==> src/rtl/equal_run_pkg.sv <==
package equal_run_pkg;

   // Bits needed to encode run lengths 0..run_len (terminal state included)
   function automatic int state_bits(input int run_len);
      int w;
      w = $clog2(run_len + 1);
      if (w < 1) w = 1;
      return w;
   endfunction

endpackage

==> src/rtl/pair_match.sv <==
module pair_match (
   input  logic a_bit,
   input  logic b_bit,
   output logic same
);
   always_comb same = ~(a_bit ^ b_bit);
endmodule

==> src/rtl/state_gate.sv <==
module state_gate #(
   parameter int SW = 3
) (
   input  logic          kill,
   input  logic [SW-1:0] q_raw,
   output logic [SW-1:0] q_eff
);
   genvar i;
   generate
      for (i = 0; i < SW; i++) begin : g_bit
         assign q_eff[i] = q_raw[i] & ~kill;
      end
   endgenerate
endmodule

==> src/rtl/run_next.sv <==
module run_next #(
   parameter int RUN_LEN = 5,
   parameter int SW      = 3
) (
   input  logic [SW-1:0] cur,
   input  logic          same,
   output logic [SW-1:0] nxt,
   output logic          hit
);
   localparam logic [SW-1:0] DONE = SW'(RUN_LEN);
   localparam logic [SW-1:0] ONE  = SW'(1);

   always_comb begin
      hit = (cur == DONE);
      if (hit)       nxt = DONE;
      else if (same) nxt = cur + ONE;
      else           nxt = '0;
   end
endmodule

==> src/rtl/equal_run_detect.sv <==
module equal_run_detect #(
   parameter int RUN_LEN = 5
) (
   input  logic clk,
   input  logic rst,
   input  logic start,
   input  logic x_in,
   input  logic y_in,
   output logic z_out
);
   localparam int SW = equal_run_pkg::state_bits(RUN_LEN);

   generate
      if (RUN_LEN < 1) begin : g_bad_len
         $error("RUN_LEN must be at least 1");
      end
   endgenerate

   logic [SW-1:0] state_q;
   logic [SW-1:0] state_m;
   logic [SW-1:0] state_d;
   logic          same;

   pair_match u_match (
      .a_bit (x_in),
      .b_bit (y_in),
      .same  (same)
   );

   state_gate #(.SW(SW)) u_gate (
      .kill  (start),
      .q_raw (state_q),
      .q_eff (state_m)
   );

   run_next #(.RUN_LEN(RUN_LEN), .SW(SW)) u_next (
      .cur  (state_m),
      .same (same),
      .nxt  (state_d),
      .hit  (z_out)
   );

   always_ff @(posedge clk) begin
      if (rst) state_q <= '0;
      else     state_q <= state_d;
   end
endmodule

==> config.mk <==
export PLATFORM = sky130hd
export DESIGN_NAME = equal_run_detect
export DESIGN_NICKNAME = d
export VERILOG_FILES = /design/src/rtl/equal_run_pkg.sv /design/src/rtl/pair_match.sv /design/src/rtl/state_gate.sv /design/src/rtl/run_next.sv /design/src/rtl/equal_run_detect.sv
export SDC_FILE = /design/constraint.sdc
export NUM_CORES = 1
export LEC_CHECK = 0
export BUFFER_PORTS_ARGS = -buffer_cell sky130_fd_sc_hd__buf_2
export CORE_AREA = 5 5 42 44
export CTS_BUF_LIST = sky130_fd_sc_hd__clkbuf_16
export DETAILED_ROUTE_END_ITERATION = 8
export DIE_AREA = 0 0 47 49
export PLACE_DENSITY = 0.41
export REMOVE_ABC_BUFFERS = 1
export SYNTH_ARGS = -nofsm -noshare
export SYNTH_HDL_FRONTEND = slang
export SYNTH_SLANG_ARGS = --single-unit
==> constraint.sdc <==
create_clock -name clk -period 1 [get_ports clk]
set_input_delay 0 -clock clk [delete_from_list [all_inputs] [get_ports clk]]
set_output_delay 0 -clock clk [all_outputs]
set_load 0.1 [all_outputs]
Word-level counts from Yosys, hierarchy flattened
Cells that the tools add are included.
{ "totals": {"ff_bits": 3, "elab_cells": 12} }
{ "classes": {"addsub": 1, "eq_ne": 1, "mux": 2, "n_bitwise": 5, "reduce_logical": 1} }
{ "ops": {"columns": ["cell", "count"], "rows": [
  ["3-bit two-way mux", 2],
  ["3-bit by 1-bit adder with 3-bit output, second input constant", 1],
  ["1-bit bitwise AND", 3],
  ["3-bit equality test, second input constant", 1],
  ["3-bit OR reduction", 1],
  ["1-bit inverter", 1],
  ["1-bit bitwise XOR", 1]
]} }

Longest topological paths before layout
{ "logic_depth": {"depth_word": 5, "depth_mapped": 5, "ltp_nobuf": 5} }

Hierarchy
Synthesis repeated with hierarchy kept, for this count alone.
{ "hier_totals": {"hier_cells": 21, "area_unflattened_um2": 188.9} }
{ "by_module_without_submodules": {"columns": ["module", "n_inst", "cells_per_inst", "area_each_um2", "seq_area_each_um2"], "rows": [
  ["run_next", 1, 11, 82.6, 0.0],
  ["equal_run_detect", 1, 6, 78.8, 60.1],
  ["state_gate", 1, 3, 18.8, 0.0],
  ["pair_match", 1, 1, 8.8, 0.0]
]} }

Worst setup path after synthesis
OpenSTA, ideal clock, no wires.
{ "synth_path": {"path_type": "flip-flop to output port", "start": "register state_q[0]", "end": "output port z_out", "arrival_time_ns": 1.359, "slack_ns": -0.359, "stages_incl_launch_ff": 5, "path_buffers": 0, "path_cell_list": "dfxtp_1 > nor2b_1 > ha_1 > nand3b_1 > inv_1"} }
{ "synth_between": {"elab_chain_len": 2} }
{ "synth_rtl": {"columns": ["element", "line", "rtl"], "rows": [
  ["from (decl)", "equal_run_detect.sv:19", "logic [SW-1:0] state_q;"],
  ["from (signal assigned)", "equal_run_detect.sv:45", "else state_q <= state_d;"],
  ["1-bit bitwise AND", "state_gate.sv:11", "assign q_eff[i] = q_raw[i] & ~kill;"],
  ["3-bit equality test", "run_next.sv:14", "hit = (cur == DONE);"],
  ["to (decl)", "equal_run_detect.sv:9", "output logic z_out"]
]} }
No other way between the ends.

Worst setup path in the final report
Same ends and word-level chain as after synthesis.

==> out/qor.csv <==
metric;value;unit
pre-CTS setup slack;-0.1205;ns
failing checks;setup timing;
crit path DAT;1.21;ns
Initial Util;12.05;%
Worst Skew;0.001351;ns
Detail Placement HPWL;264.2;microns
Yosys reg bits;3;
sequential cell area fraction in the yosys report;35.56;%
clock share of power;78.1;%
Root Buffer;clkbuf_16;
Die H;49;microns
Internal;667.7;uW
Nets;40;
period utilization;121.2;%
RSZ-0062 raised after global routing;yes;
first-pass GRT wire length;703;microns
Avg Inst Size Synth;8.890;sq um
gp weighted congestion;0.6709;
full die area;0.002303;sq mm
largest net degree at the start of global routing;5;
Clock Tree Buf Depth;2;
Largest Register;state_q;
critical path type;flop to output port;
sw power;132.3;uW
IO Count;6;
Num CTS Buffers;3;
CTS sink cnt;3;
worst slew pin tran;0.2506;ns
Syn Inst Count;19;
via count of the first global-routing pass;177;
Largest regs;state_q x3;
area of the core;0.001401;sq mm
area share of the largest cell type after synthesis;35.56;%
Critical-path top delay cell;dfxtp_1;
Post-DRT Antenna Nets;0;
CP peak stage delay;0.30;ns
GRT overflow;0;
combinational power share;6.0;%
# rows;14;
Tmin final;1.212;ns
worst hold path class;input pin to flop;
CP delay by family, top;flip-flops;
setup ws final;-0.2121;ns
Area Growth Syn to Fin;114.8;%
Leakage;0.0001672;uW
R2R Setup Slk;-0.20;ns
crit path cell chain;nor2b_4, ha_1, nand3b_1, inv_2, buf_12;
port bufs;5;
Vias;168;
largest cells by area after synthesis;dfxtp_1 36%, ha_1 15%, nand2b_1 11%, xnor2_1 10%, nor2b_1 7.4%;
Buf/Inv on CP;2;
Routed WL;418;microns
Hold Fails Final Rpt;0;
Synth area leader;dfxtp_1;
VDD IR max;0.0008243;V
Cell variety after synth;11;
# DRC;0;
chip width;47;microns
Routed WL per cell;8.708;microns
status;finished with violations;
H-tree levels;1;
CP Launch Type;flop;
max reg flops;3;
initial antenna violation count;0;
Slew Limit Fails;0;
GRT Total Usage;4.930;%
CTS tree;built;
Post-Syn Area;168.9;sq um
Sw Ratio;16.53;%
Seq pwr share;15.8;%
Fmax achieved;825.0;MHz
worst-skew pair later-pin latency;0.22;ns
power density cells;2205;mW/mm^2
CP Capture Type;output port;
final setup fails;4;
# diodes;0;
Syn. warnings;0;
vias per cell;3.500;
drt first-iter violations;1;
DR pass1 iterations;2;
Max-Cap Viols;0;
slew margin rel.;83.17;%
worst hold slack;0.1182;ns
layout cells sized above 1;50.00;%
CP required;1.00;ns
clk slew on worst S/H paths;0.03;ns
worst-path maximum fanout;2;
placed cells by master (no fill, tap or decap), types with 2 or more instances in the layout:
| cell | n |
|---|---|
| xnor2_1 | 2 |
| dfxtp_1 | 3 |
| buf_2 | 4 |
| buf_4 | 2 |
| inv_1 | 2 |
| nand2b_1 | 3 |
| clkbuf_16 | 3 |
cells by family (layout without fill, tap and decap cells):
| logic type | Yosys count | in the layout | share of synthesized area, % |
|---|---|---|---|
| XOR/XNOR | 2 | 2 | 10.37 |
| AO/OA/AOI/OAI | 2 | 2 | 6.666 |
| AND/OR/NAND/NOR | 8 | 8 | 28.14 |
| flip-flops | 3 | 3 | 35.56 |
| buffers and inverters | 2 | 15 | 4.446 |
| adder cells (fa/ha/maj) | 2 | 2 | 14.81 |
cell type report:
cell class                      count  area, sq um
Clock buffer                        3        75.07
Clock inverter                      1        3.754
Fill cell                         160         1039
Inverter                            2        7.507
Multi-Input combinational cell     14        120.1
Sequential cell                     3        60.06
Tap cell                           16        20.02
Timing Repair Buffer                9        76.32
tightest hold or removal path: stages:
cell     delay (ns)
buf_2          0.08
xnor2_1        0.09
nand2_1        0.09
nor3_2         0.04
worst paths after layout:
kind,startpoint,to,cells after the start
worst max register to register,state_q[0]$_SDFF_PP0_,state_q[1]$_SDFF_PP0_,7
worst max-delay path,state_q[0]$_SDFF_PP0_,z_out,5
worst min-delay path,x_in,state_q[1]$_SDFF_PP0_,4
worst min register to register,state_q[1]$_SDFF_PP0_,state_q[1]$_SDFF_PP0_,3
synthesized netlist by cell type, drive strengths merged:
cell,count
xnor2,2
o22ai,1
nor3,1
ha,2
inv,2
nor2b,2
nand3b,1
nand2b,3
dfxtp,3
a21oi,1
nand2,1
metal layers:
metal / vias up / part of all wire [%] / GRT usage (%)
met5: - / 0 / 0
met2: 8 / 43 / 4.977
met3: 2 / 13 / 4.797
met4: 0 / 2.9 / 5.530
met1: 71 / 41 / 5.055
li1: 87 / - / -
timing repair:
item                                    CTS  global route
setup buffers                             1             1
hold endpoints to repair                  2             0
gates cloned                              0             0
resized for setup                         5             2
hold buffers                              1             0
pin swaps                                 3             0
endpoints found under the setup margin    4             4
power groups by stage:
stage | combinational [uW] | sequential (uW) | clock, uW
after global placement | 36.9 | 128 | 0
after CTS | 45.9 | 127 | 637
after floorplan | 20.2 | 127 | 0
after detailed placement | 36.6 | 128 | 0
final | 48.4 | 127 | 625
after global routing | 53.1 | 127 | 647
per-stage QoR:
step | setup TNS (ns) | cells | total power, uW | instance area (sq um) | utilization [%]
2_1_floorplan | -0.3587 | 19 | 147.4 | 168.9 | -
6_report | -0.7553 | 48 | 799.9 | 362.8 | 25.89
3_5_place_dp | -0.2270 | 41 | 164.3 | 236.5 | 16.88
5_1_grt | -1.022 | 48 | 826.6 | 362.8 | 25.89
4_1_cts | -0.4599 | 47 | 809.8 | 346.6 | 24.73
3_3_place_gp | -0.2795 | 41 | 164.6 | 236.5 | 16.88
Note: power is estimated with default switching activity, not from simulation.
